**config.mk**
```make
export PLATFORM = sky130hd
export DESIGN_NAME = multiphase_pwm
export DESIGN_NICKNAME = d
export VERILOG_FILES = /design/src/rtl/mpwm_pkg.sv /design/src/rtl/mpwm_timebase.sv /design/src/rtl/mpwm_slice.sv /design/src/rtl/mpwm_datapath.sv /design/src/rtl/multiphase_pwm.sv
export SDC_FILE = /design/constraint.sdc
export NUM_CORES = 1
export LEC_CHECK = 0
export BUFFER_PORTS_ARGS = -buffer_cell sky130_fd_sc_hd__buf_2
export CAP_MARGIN = 0
export CORE_MARGIN = 2
export CORE_UTILIZATION = 45
export DETAILED_ROUTE_END_ITERATION = 6
export SLEW_MARGIN = 15
export SYNTH_ARGS = -nofsm -noshare
export SYNTH_HDL_FRONTEND = slang
export SYNTH_SLANG_ARGS = --single-unit
```
**constraint.sdc**
```tcl
create_clock -name clk -period 28 [get_ports clk]
set_input_delay 1.4 -clock clk [delete_from_list [all_inputs] [get_ports clk]]
set_output_delay 1.4 -clock clk [all_outputs]
set_load 0.005 [all_outputs]
```
**src/rtl/mpwm_pkg.sv**
```systemverilog
package mpwm_pkg;
  localparam int NUM_PH  = 4;
  localparam int PHCNT_W = $clog2(NUM_PH + 1);

  // Control-to-datapath strobes, one bit per output.
  typedef struct packed {
    logic [NUM_PH-1:0] ivlStart;  // first cycle of that output's interval
    logic [NUM_PH-1:0] active;    // output belongs to the active set
  } strobe_t;
endpackage

```
**src/rtl/mpwm_timebase.sv**
```systemverilog
module mpwm_timebase
  import mpwm_pkg::*;
#(
  parameter int PER_W = 8
) (
  input  logic                          clk,
  input  logic                          rst,
  input  logic [PER_W-1:0]              periodCfg,
  input  logic [1:0]                    modeSel,
  input  logic                          ph4En,
  output strobe_t                       strb,
  output logic [NUM_PH-1:0][PER_W-1:0]  rampOut
);
  localparam logic [PER_W-1:0] MIN_PER = PER_W'(NUM_PH);
  localparam int PROD_W = PER_W + 2;

  logic [PER_W-1:0]   cnt;
  logic [PER_W-1:0]   curPer;
  logic [PHCNT_W-1:0] curN;
  logic [PER_W-1:0]   offs [NUM_PH];

  logic [PER_W-1:0]   nextPer;
  logic [PHCNT_W-1:0] nextN;
  logic               wrap;
  logic [NUM_PH-1:0]  startV;
  logic [NUM_PH-1:0]  actV;

  // Offset of output idx inside the period for a given active count.
  function automatic logic [PER_W-1:0] spacing(input logic [PER_W-1:0] per,
                                               input logic [PHCNT_W-1:0] n,
                                               input int idx);
    logic [PROD_W-1:0] prod;
    prod = PROD_W'(per) * PROD_W'(idx);
    case (n)
      PHCNT_W'(2): spacing = PER_W'(prod / 2);
      PHCNT_W'(3): spacing = PER_W'(prod / 3);
      default:     spacing = PER_W'(prod / 4);
    endcase
  endfunction

  always_comb begin
    nextPer = (periodCfg < MIN_PER) ? MIN_PER : periodCfg;
    case (modeSel)
      2'd0:    nextN = PHCNT_W'(2);
      2'd1:    nextN = PHCNT_W'(3);
      default: nextN = ph4En ? PHCNT_W'(4) : PHCNT_W'(3);
    endcase
  end

  assign wrap = (cnt == curPer - 1'b1);

  // Master counter; configuration taken up only at the restart of output 0.
  always_ff @(posedge clk) begin
    if (rst || wrap) begin
      cnt    <= '0;
      curPer <= nextPer;
      curN   <= nextN;
      for (int i = 0; i < NUM_PH; i++) offs[i] <= spacing(nextPer, nextN, i);
    end else begin
      cnt <= cnt + 1'b1;
    end
  end

  // Per-output position and falling ramp.
  for (genvar g = 0; g < NUM_PH; g++) begin : g_ramp
    logic [PER_W:0] pos;
    always_comb begin
      if (cnt >= offs[g]) pos = {1'b0, cnt} - {1'b0, offs[g]};
      else                pos = {1'b0, cnt} + {1'b0, curPer} - {1'b0, offs[g]};
    end
    assign rampOut[g] = PER_W'({1'b0, curPer} - (PER_W+1)'(1) - pos);
    assign actV[g]    = (PHCNT_W'(g) < curN);
    assign startV[g]  = actV[g] && (cnt == offs[g]);
  end

  assign strb = '{ivlStart: startV, active: actV};

  // counter never reaches the latched period
  p_cnt_below_period_r7: assert property (@(posedge clk) disable iff (rst)
    cnt < curPer);
  // latched settings hold everywhere except at the restart of output 0
  p_cfg_hold_r7: assert property (@(posedge clk) disable iff (rst)
    (cnt != '0) |-> ($stable(curPer) && $stable(curN)));
  // staggered starts never coincide
  p_start_onehot_r1: assert property (@(posedge clk) disable iff (rst)
    $onehot0(startV));
  // output 0 leads, its interval begins at counter restart
  p_phase0_lead_r1: assert property (@(posedge clk) disable iff (rst)
    startV[0] |-> (cnt == '0));
endmodule

```
**src/rtl/mpwm_slice.sv**
```systemverilog
module mpwm_slice #(
  parameter int CTRL_W = 8,
  parameter int PER_W  = 8
) (
  input  logic              clk,
  input  logic              rst,
  input  logic [CTRL_W-1:0] ctrlWord,
  input  logic [CTRL_W-1:0] corrTerm,
  input  logic [PER_W-1:0]  rampVal,
  input  logic              ivlStart,
  input  logic              active,
  output logic              pwmQ
);
  localparam int CMP_W = (CTRL_W > PER_W) ? CTRL_W : PER_W;

  logic [CTRL_W-1:0] adjRaw;
  logic [CMP_W-1:0]  adjExt;
  logic [CMP_W-1:0]  rampExt;
  logic              above;
  logic              armed;
  logic              armedNow;
  logic              goHigh;

  assign adjRaw   = (ctrlWord >= corrTerm) ? (ctrlWord - corrTerm) : '0;
  assign adjExt   = CMP_W'(adjRaw);
  assign rampExt  = CMP_W'(rampVal);
  assign above    = adjExt > rampExt;
  assign armedNow = armed | ivlStart;
  assign goHigh   = active & armedNow & above;

  always_ff @(posedge clk) begin
    if (rst || !active) begin
      pwmQ  <= 1'b0;
      armed <= 1'b1;
    end else if (goHigh) begin
      pwmQ  <= 1'b1;
      armed <= 1'b0;
    end else begin
      if (!above) pwmQ <= 1'b0;
      armed <= armedNow;
    end
  end

  // Checker state: a rise already seen in the current interval.
  logic pwmPrev;
  logic riseSeen;
  always_ff @(posedge clk) begin
    if (rst) begin
      pwmPrev  <= 1'b0;
      riseSeen <= 1'b0;
    end else begin
      pwmPrev <= pwmQ;
      if (ivlStart || !active)      riseSeen <= 1'b0;
      else if (pwmQ && !pwmPrev)    riseSeen <= 1'b1;
    end
  end

  // a second rise inside one interval is not allowed
  p_single_rise_r4: assert property (@(posedge clk) disable iff (rst)
    (pwmQ && !pwmPrev && !$past(ivlStart)) |-> !riseSeen);
  // an inactive output is low one cycle later
  p_inactive_low_r6: assert property (@(posedge clk) disable iff (rst)
    !active |=> !pwmQ);
  // zero corrected demand forces the output low
  p_zero_demand_low_r5: assert property (@(posedge clk) disable iff (rst)
    (ctrlWord <= corrTerm) |=> !pwmQ);
endmodule

```
**src/rtl/mpwm_datapath.sv**
```systemverilog
module mpwm_datapath
  import mpwm_pkg::*;
#(
  parameter int CTRL_W = 8,
  parameter int PER_W  = 8
) (
  input  logic                          clk,
  input  logic                          rst,
  input  logic [CTRL_W-1:0]             ctrlWord,
  input  logic [NUM_PH*CTRL_W-1:0]      corrIn,
  input  strobe_t                       strb,
  input  logic [NUM_PH-1:0][PER_W-1:0]  rampIn,
  output logic [NUM_PH-1:0]             pwmOut
);
  for (genvar g = 0; g < NUM_PH; g++) begin : g_slice
    mpwm_slice #(
      .CTRL_W (CTRL_W),
      .PER_W  (PER_W)
    ) u_slice (
      .clk      (clk),
      .rst      (rst),
      .ctrlWord (ctrlWord),
      .corrTerm (corrIn[g*CTRL_W +: CTRL_W]),
      .rampVal  (rampIn[g]),
      .ivlStart (strb.ivlStart[g]),
      .active   (strb.active[g]),
      .pwmQ     (pwmOut[g])
    );
  end
endmodule

```
**src/rtl/multiphase_pwm.sv**
```systemverilog
module multiphase_pwm
  import mpwm_pkg::*;
#(
  parameter int CTRL_W = 8,
  parameter int PER_W  = 8
) (
  input  logic                      clk,
  input  logic                      rst,
  input  logic [PER_W-1:0]          periodCfg,
  input  logic [1:0]                modeSel,
  input  logic                      ph4En,
  input  logic [CTRL_W-1:0]         ctrlWord,
  input  logic [NUM_PH*CTRL_W-1:0]  corrIn,
  output logic [NUM_PH-1:0]         pwmOut
);
  strobe_t                      strb;
  logic [NUM_PH-1:0][PER_W-1:0] ramp;

  mpwm_timebase #(
    .PER_W (PER_W)
  ) u_timebase (
    .clk       (clk),
    .rst       (rst),
    .periodCfg (periodCfg),
    .modeSel   (modeSel),
    .ph4En     (ph4En),
    .strb      (strb),
    .rampOut   (ramp)
  );

  mpwm_datapath #(
    .CTRL_W (CTRL_W),
    .PER_W  (PER_W)
  ) u_datapath (
    .clk      (clk),
    .rst      (rst),
    .ctrlWord (ctrlWord),
    .corrIn   (corrIn),
    .strb     (strb),
    .rampIn   (ramp),
    .pwmOut   (pwmOut)
  );
endmodule

```
### After elaboration in Yosys (flattened, before gate mapping)

Memory sizes are Yosys's and may differ from the RTL's.
Index checks and enable logic that the tools add are counted.
Widths: inputs -> output; s select.

| word-level totals | value |
|---|---|
| memories | 1 |
| bits in writable memories | 32 |
| input bits | 53 |
| bits in registers | 27 |
| word-level logic and storage cells | 123 |

| cells by class | value |
|---|---|
| div/mod/pow operators | 3 |
| mux-type cells | 32 |
| equality and inequality tests | 12 |
| add/sub/neg operators | 20 |
| bitwise gates (word level) | 12 |
| reduce and logical (&&, ||, !) cells | 14 |
| $lt $le $gt $ge | 17 |
| $mul | 1 |

Memory list:

| memory | words | bits a word | rd ports | clocked after Yosys merged registers in | write ports | RTL line | RTL |
|---|---|---|---|---|---|---|---|
| u_timebase.offs | 4 | 8 | 4 | 0 | 4 | mpwm_timebase.sv:20 | `logic [PER_W-1:0] offs [NUM_PH];` |

Operator list:

| cell | number |
|---|---|
| $sub 8x8->8 | 16 |
| $mux 8 | 13 |
| $ge 8x8->1 | 8 |
| $pmux 8 s2 | 3 |
| $eq 8x8->1 | 5 |
| $div 10x2->32 const B | 1 |
| $div 8x2->32 const B | 1 |
| $div 9x2->32 const B | 1 |
| $gt 8x8->1 | 4 |
| $sub 8x1->8 const B | 2 |
| $mux 1 | 14 |
| $mul 8x2->10 const B | 1 |
| $add 8x1->8 const B | 1 |
| $add 8x8->8 | 1 |
| $and 1x1->1 | 8 |
| $lt 8x3->1 const B | 1 |
| $ne 2x1->1 const B | 4 |
| $eq 3x2->1 const B | 2 |
| $lt 1x3->1 const A | 2 |
| $lt 2x3->1 const A | 2 |
| $pmux 3 s2 | 1 |
| $logic_or 1x1->1 | 5 |
| $logic_and 1x1->1 | 4 |
| $logic_not 1->1 | 4 |
| 4 further kinds | 7 |

### Depth between registers and ports, before layout

Gate-level depths: netlist (run 1).

| depth | value |
|---|---|
| depth in word-level cells | 7 |
| gate-level depth with buffers | 35 |
| gate-level depth less buffers | 30 |

### Modules after synthesis

A second synthesis (run 1) with hierarchy kept.

| unflattened totals | value |
|---|---|
| cells, all modules | 1529 |
| area total of the unflattened synthesis | 11758.8 um^2 |

Modules (own cells, without submodules):

| module | cells an instance | times used | area an instance (um^2) | seq. area each (um^2) |
|---|---|---|---|---|
| mpwm_timebase | 1105 | 1 | 8605.8 | 1181.1 |
| mpwm_slice | 106 | 4 | 788.3 | 40.0 |

### Worst setup path before layout (run 1)

No wires, ideal clock.

| timing | value |
|---|---|
| path kind | input to register |
| from | in periodCfg[7] |
| to | mem u_timebase.offs[2][0], data pin |
| data required time | 27.846 ns |
| data arrival time | 10.031 ns |
| path buffers | 5 |
| setup slack | 17.814 ns |
| stages | 34 |
| cell sequence | inv_1 ha_1 or4b_4 buf_6 nand2_1 clkinv_1 clkbuf_1 ha_1 nor2b_1 clkbuf_1 o221ai_1 ha_1 nor4b_1 a31oi_4 a21oi_4 mux2i_1 or2_1 and3_1 buf_2 mux2i_1 clkbuf_1 nand3_1 nand4_1 o2111ai_1 ha_1 a311o_1 o32ai_2 a21oi_1 o41a_1 or4b_4 nor3_4 nor3_1 or4b_1 a41oi_2 |

RTL lines:

| item | RTL line | RTL |
|---|---|---|
| from (decl) | multiphase_pwm.sv:9 | `input logic [PER_W-1:0] periodCfg,` |
| to (decl) | mpwm_timebase.sv:20 |  |

==> results of run 1 <==
[worst max path at each step]
stage | from | to | cells past startpoint
final | periodCfg[7] | u_timebase.offs[2][0] | 31
after detailed placement | periodCfg[7] | u_timebase.offs[2][0] | 31
after global placement | periodCfg[7] | u_timebase.offs[2][0] | 31
after global routing | periodCfg[7] | u_timebase.offs[2][0] | 31
after floorplan | periodCfg[7] | u_timebase.offs[2][0] | 34
after CTS | periodCfg[7] | u_timebase.offs[2][0] | 31
[cells by family (layout without fill, tap and decap cells)]
group	after synthesis	in the layout	share of synthesized area
AO/OA/AOI/OAI	432	432	0.266
XOR/XNOR	146	146	0.115
adder cells (fa/ha/maj)	190	190	0.221
buffers and inverters	159	190	0.0574
flip-flops	50	50	0.119
multiplexers	17	17	0.0156
AND/OR/NAND/NOR	457	457	0.206
[through the flow]
| stage | area [um^2] | utilization | hold WS [ps] | worst slack [ps] | instances |
|---|---|---|---|---|---|
| finish | 12000 | 0.490 | 468 | 15150 | 1806 |
| CTS | 12000 | 0.490 | 472 | 15280 | 1806 |
| global placement | 11800 | 0.483 | 452 | 15400 | 1798 |
| floorplan | 11200 | - | 433 | 17810 | 1451 |
| global route | 12000 | 0.490 | 495 | 14210 | 1806 |
| detailed placement | 11800 | 0.483 | 454 | 15000 | 1798 |
[cells in the final DEF (no fill, tap or decap), types with 5 or more instances in the layout]
cell type,count
mux2i_1,16
buf_2,56
a21o_1,69
o21ai_0,78
o21a_1,13
nand3_1,32
and2_1,9
nor4_1,9
a21oi_1,109
o221ai_1,9
nor2_1,133
nor3_1,36
or3_1,8
nand4_1,23
a22oi_1,11
a21boi_0,6
a31oi_1,10
xor2_1,35
xnor2_1,110
o22ai_1,9
nand2_1,93
inv_2,5
ha_1,170
o211ai_1,7
nand4b_1,5
a211oi_1,18
inv_1,107
o21ai_1,5
clkbuf_16,5
dfxtp_1,16
a31o_2,5
nor2b_1,32
nand2b_1,33
fa_1,16
or2_2,10
edfxtp_1,34
and3_1,9
o21bai_1,13
buf_4,9
[routing by layer]
layer,global-route usage,part of all wire,vias to the layer above
met1,0.286,0.42,4858
met5,0,0,-
li1,-,-,5339
met4,0.107,0.047,0
met3,0.0166,0.041,93
met2,0.444,0.49,324
[where the power goes]
part,total (W),switching (W),internal (W),leakage [nW]
registers,0.0000943,0.00000580,0.0000885,0.462
logic,0.000458,0.000259,0.000199,4.94
clock network,0.0000730,0.0000305,0.0000424,0.0842
[worst max-delay path: cells and delay by family]
family          cells  cell delay (ps)
compound gates      9             2420
fa+ha+maj           4             1560
buf+inv             4             1200
mux                 2             1190
simple gates       12             5170
[registers in the layout (all words and copies together), names as in the netlist]
register,cells
u_timebase.curN,3
u_datapath.g_slice.u_slice.armed,4
u_datapath.g_slice.u_slice.pwmQ,4
u_timebase.curPer,8
u_timebase.offs,23
u_timebase.cnt,8
[cell type report]
class,count,share of cell area
clock inverter,3,0.00366
clock buffer,5,0.0105
timing repair buffer,65,0.0291
multi-input combinational,1242,0.774
sequential,50,0.112
inverter,117,0.0370
tap,324,0.0339
==> metrics.yaml, run 1 <==
yosys.area.top_type_share: 0.189
synth_cell_types: 101
drt_iter0_drc: 756
yosys-top-cells-area: "ha_1 (19%), edfxtp_1 (9.1%), xnor2_1 (8.6%)"
cp_slowest_stage_delay_ps: 860
rows: 57
rr_worst_depth: 28
cts_hold_buffers: 0
first_pass_iters: 5
syn_nets: 1690
fill_cells: 2437
rrSetupSlack_ps: 22230
hold_path.class: "flop to flop"
post_cts_buffers: 0
synth_most_common_cell: "ha_1"
seqCellArea_um2: 1340
worstMarginPinSlew_ps: 1010
ant_nets: 0
critPathMaxFanout: 21
setup_tns_ps: 0
boundaryPins: 57
drv_cap: 0
path_clk_slew_ps: 80
hpwlAfterDp_um: 26300
synthToLayoutAreaGrowth_pct: 6.41
critPathRequiredTime_ps: 28140
p_leak_nw: 5.48
die-area_um2: 26200
worstPathArrival_ps: 12990
num_antenna_cells: 0
syn_avg_cell_area_um2: 7.74
multiInputGateArea_um2: 9250
critPathLaunchType: "input port"
rsz0062_at_grt: "false"
cts_sinks: 50
hold_path_end: "u_timebase.cnt[0]"
worstSetupPathType: "input port to flop"
skew_ps: 7.66
vias: 10600
grt_max_degree: 43
grt_pass1_vias: 10200
initial_core_util: 0.461
htree_levels: 2
clk_latency_ps: 300
die_h_um: 162
numCtsBuffers: 5
hold_violations: 0
r2r_start: "u_timebase.cnt[0]"
endpoint_kind: "flop"
final_nets: 1720
core_um2: 24400
yosysSeqAreaShare: 0.119
status: "finished, final reports clean"
period_share: 0.459
grt.total_usage: 0.241
max_freq_mhz: 77.8
clockBufferDepth: 2
async_flop_share: 0
grt-ovfl-total: 0
syn_area_um2: 11200
path_common_cell: "ha_1"
grt_pass1_wl_um: 51600
ctsResizeCount: 0
synth_edf_count: 34
wl_per_cell_um: 17.7
slew_headroom: 0.310
ys_warn_count: 0
drv_slew: 0
p_per_area_nw_per_um2: 52.3
yosysTopAreaCell: "ha_1"
die_w_um: 162
ys.flop_type: "edfxtp_1"
cts_tree: "yes"
hp-start: "u_timebase.cnt[0]"
min_delay_path_depth: 1
synthTopCellsByCount: "ha_1 (170), nor2_1 (133), xnor2_1 (110)"
r2r_end: "u_datapath.g_slice[1].u_slice.pwmQ"
syn-instance-count: 1451
vias_per_cell: 5.88
setup_violations: 0
fin_crit_ps: 12850
routed_wl_um: 32000
worst_path_max_delay_cell: "mux2i_1"
io_buffers: 56
antenna_found_initial: 0
clockRootBuffer: "clkbuf_16"
total_power_w: 0.000625
place.gp.congestion: 1.00
ys_seq_elements: 50
post-route-drc-count: 0
drive_above_1_share: 0.0857
vdd_ir_drop_max_mv: 0.0332
No activity file was read; power rests on OpenSTA's default activity.
==> inputs of run 2 (changes only) <==
Clock period 28 ns to 11.9 ns, I/O delays scaled along.
==> metrics.yaml, run 2 (synthesis results as in run 1) <==
antenna_found_initial: 0
die_h_um: 162
cts_sinks: 50
drt_iter0_drc: 590
hold_path.class: "flop to flop"
cts_hold_buffers: 0
setup_violations: 0
final_cell_mix: "ha_1 (170), nor2_1 (133), xnor2_1 (110), a21oi_1 (109), inv_1 (107)"
critPathMaxFanout: 20
largest_register_ffs: 23
clockBufferDepth: 2
ctsResizeCount: 0
setup_tns_ps: 0
clockRootBuffer: "clkbuf_16"
post_cts_buffers: 0
die-area_um2: 26200
path_clk_slew_ps: 80
place_area_um2: 11800
grt_pass1_vias: 10100
post-route-util: 0.490
skew_ps: 5.58
clkPwrFrac: 0.107
crit_buf_inv: 5
fin_crit_ps: 10400
cts_tree: "yes"
grt_max_degree: 43
wl_per_cell_um: 17.5
post-route-drc-count: 0
core_um2: 24400
boundaryPins: 57
slew_headroom: 0.437
vias_per_cell: 5.75
grt_pass1_wl_um: 51500
vdd_ir_drop_max_mv: 0.0578
p_leak_nw: 5.49
share_comb_of_total_power: 0.740
p_sw_frac: 0.478
p_per_area_nw_per_um2: 121
routed_wl_um: 31700
p_int_w: 0.000757
num_antenna_cells: 0
fin_area_um2: 12000
status: "finished, final reports clean"
worstSetupPathType: "input port to flop"
drive_above_1_share: 0.0875
final_nets: 1723
die_w_um: 162
clk_latency_ps: 300
grt.total_usage: 0.241
worstMarginPinSlew_ps: 845
regMostFlops: "u_timebase.offs"
power.switching_w: 0.000694
endpoint_kind: "flop"
critPathLaunchType: "input port"
first_pass_iters: 5
ant_nets: 0
rows: 57
worst_path_max_delay_cell: "nor2_1"
worstPathArrival_ps: 10540
grt-ovfl-total: 0
initial_core_util: 0.461
drv_slew: 0
path_common_cell: "ha_1"
htree_levels: 2
hpwlAfterDp_um: 26400
numCtsBuffers: 5
drv_cap: 0
power.share.sequential: 0.153
max_freq_mhz: 96.1
cp_slowest_stage_delay_ps: 670
rsz0062_at_grt: "false"
reg_top3: "u_timebase.offs x23, u_timebase.cnt x8, u_timebase.curPer x8"
synthToLayoutAreaGrowth_pct: 6.47
critPathRequiredTime_ps: 12040
hold_violations: 0
cpLargestDelayFamily: "simple AND/OR/NAND/NOR gates"
period_share: 0.874
vias: 10400
layout_commonest_cell: "ha_1"
place.gp.congestion: 0.920
io_buffers: 56
run 2: changes by cell type in the layout (fill, tap and decap cells not counted):
cell,previous run,this run
buf_4,9,12
bufinv_16,1,0
clkinv_2,1,0
clkinv_4,0,2
inv_6,1,0
inv_8,0,1
run 2: stage by stage:
step           power (W)  setup WS (ps)  hold slack, ps  std cells
2_1_floorplan    0.00108           2520             433       1451
3_3_place_gp     0.00128           1570             446       1801
3_5_place_dp     0.00130           1340             460       1801
4_1_cts          0.00146           1600             475       1809
5_1_grt          0.00162            760             507       1809
6_report         0.00145           1500             469       1809
run 2: layer usage:
| layer | GRT usage | up-vias | part of all wire |
|---|---|---|---|
| met5 | 0 | - | 0 |
| met4 | 0.0965 | 0 | 0.036 |
| met3 | 0.00970 | 60 | 0.033 |
| met2 | 0.451 | 278 | 0.50 |
| met1 | 0.289 | 4739 | 0.43 |
| li1 | - | 5329 | - |
run 2: path summary, 6_finish.rpt:
kind / start / end / slack (ps) / depth (start not counted)
min: u_datapath.g_slice[0].u_slice.pwmQ / u_datapath.g_slice[0].u_slice.pwmQ / 470 / 2
max reg2reg: u_timebase.cnt[0] / u_datapath.g_slice[1].u_slice.pwmQ / 6180 / 28
min reg2reg: u_datapath.g_slice[0].u_slice.pwmQ / u_datapath.g_slice[0].u_slice.pwmQ / 470 / 2
max: periodCfg[7] / u_timebase.offs[2][0] / 1500 / 32
run 2: tightest hold or removal path: stages (launching register included):
cell and delay, ps:
dfxtp_1 320, inv_1 40, a2111oi_0 70
run 2: power groups by stage:
stage          Clock [W]  Combinational (W)  Sequential, W
6_report        0.000155            0.00107       0.000222
5_1_grt         0.000164            0.00123       0.000225
4_1_cts         0.000159            0.00108       0.000223
3_5_place_dp           0            0.00107       0.000226
3_3_place_gp           0            0.00106       0.000226
2_1_floorplan          0           0.000858       0.000221
run 2: final cells by class:
class | count | area, um^2
fillers | 2428 | 12400
multi-input cells | 1242 | 9250
flip-flops and latches | 50 | 1340
inverters | 117 | 442
well taps | 324 | 405
repair buffers | 68 | 370
clock buffers | 5 | 125
clock inverters | 3 | 28.8
==> inputs of run 3 (changes only) <==
Clock period 11.9 ns to 8.95 ns, I/O delays scaled along.
==> metrics.yaml, run 3 (synthesis results as in run 1) <==
critPathLaunchType: "input port"
worstPathArrival_ps: 8440
reg_top3: "u_timebase.offs x23, u_timebase.cnt x8, u_timebase.curPer x8"
place_area_um2: 11900
routed_wl_um: 31500
largest_register_ffs: 23
path_clk_slew_ps: 80
r2r_start: "u_timebase.cnt[0]"
path_common_cell: "ha_1"
clockBufferDepth: 2
numCtsBuffers: 5
grt_pass1_vias: 10200
first_pass_iters: 5
cp_slowest_stage_delay_ps: 580
regMostFlops: "u_timebase.offs"
io_buffers: 56
post-route-drc-count: 0
critPathMaxFanout: 12
die_h_um: 162
crit_start: "periodCfg[7]"
core_um2: 24400
vias_per_cell: 5.77
layout_commonest_cell: "ha_1"
worst_path_max_delay_cell: "or4b_4"
vias: 10500
worstSetupPathType: "input port to flop"
hpwlAfterDp_um: 26200
max_freq_mhz: 120
grt_pass1_wl_um: 51100
fin_crit_ps: 8300
die_w_um: 162
grt-ovfl-total: 0
ctsResizeCount: 0
critPathRequiredTime_ps: 9090
drt_iter0_drc: 665
p_per_area_nw_per_um2: 160
antenna_found_initial: 0
htree_levels: 2
clk_latency_ps: 300
status: "finished, final reports clean"
setup_tns_ps: 0
endpoint_kind: "flop"
worstMarginPinSlew_ps: 838
p_leak_nw: 5.56
fin_area_um2: 12100
skew_ps: 11.6
drv_cap: 0
rows: 57
num_antenna_cells: 0
grt_max_degree: 38
hp-start: "rst"
wl_per_cell_um: 17.3
period_share: 0.927
die-area_um2: 26200
cts_sinks: 50
rrSetupSlack_ps: 3160
clockRootBuffer: "clkbuf_16"
cts_tree: "yes"
slew_headroom: 0.440
cts_hold_buffers: 0
initial_core_util: 0.461
setup_violations: 0
synthToLayoutAreaGrowth_pct: 7.75
grt.total_usage: 0.240
boundaryPins: 57
vdd_ir_drop_max_mv: 0.100
ant_nets: 0
place.gp.congestion: 0.947
rsz0062_at_grt: "false"
drv_slew: 0
drive_above_1_share: 0.0994
final_nets: 1737
final_cell_mix: "ha_1 (170), nor2_1 (133), xnor2_1 (110), a21oi_1 (109), inv_1 (107)"
post_cts_buffers: 0
hold_violations: 0
hold_path.class: "input port to flop"
run 3: cell type report:
type / count / area, um^2
Fill cell: 2464 / 12300
Tap cell: 324 / 405
Inverter: 117 / 442
Sequential cell: 50 / 1340
Timing Repair Buffer: 82 / 475
Multi-Input combinational cell: 1242 / 9290
Clock buffer: 5 / 125
Clock inverter: 3 / 28.8
run 3: final timing paths:
kind | to | cells after the start
worst max-delay path | u_timebase.offs[2][0] | 27
worst min register to register | u_datapath.g_slice[0].u_slice.pwmQ | 2
worst max register to register | u_datapath.g_slice[1].u_slice.pwmQ | 28
worst min-delay path | u_datapath.g_slice[0].u_slice.pwmQ | 2
run 3: routing by layer:
metal	part of all wire	global-route usage	wire, um
met1	0.42	0.284	13300
met5	0	0	0
met2	0.49	0.434	15400
met4	0.048	0.117	1510
met3	0.040	0.0212	1260
run 3: where the power goes:
part / leakage [nW] / total, W / switching [W] / internal [W]
sequential: 0.462 / 0.000295 / 0.0000182 / 0.000277
clock: 0.0759 / 0.000207 / 0.0000996 / 0.000107
combinational: 5.02 / 0.00143 / 0.000803 / 0.000632
total: 5.56 / 0.00194 / 0.000920 / 0.00102
run 3: critical path, delay by kind of cell:
| kind | cells | cell delay (ps) |
|---|---|---|
| compound gates | 10 | 2790 |
| fa+ha+maj | 3 | 800 |
| buf+inv | 3 | 610 |
| mux | 2 | 500 |
| simple gates | 9 | 3300 |
run 3: per-stage QoR:
| stage | std cells | setup slack, ps | util | hold WS, ps | total power [W] |
|---|---|---|---|---|---|
| 2_1_floorplan | 1451 | 57.7 | - | 433 | 0.00144 |
| 3_3_place_gp | 1815 | 548 | 0.489 | 451 | 0.00171 |
| 3_5_place_dp | 1815 | 261 | 0.489 | 468 | 0.00173 |
| 4_1_cts | 1823 | 566 | 0.495 | 464 | 0.00194 |
| 5_1_grt | 1823 | 39.5 | 0.496 | 477 | 0.00215 |
| 6_report | 1823 | 650 | 0.496 | 450 | 0.00194 |
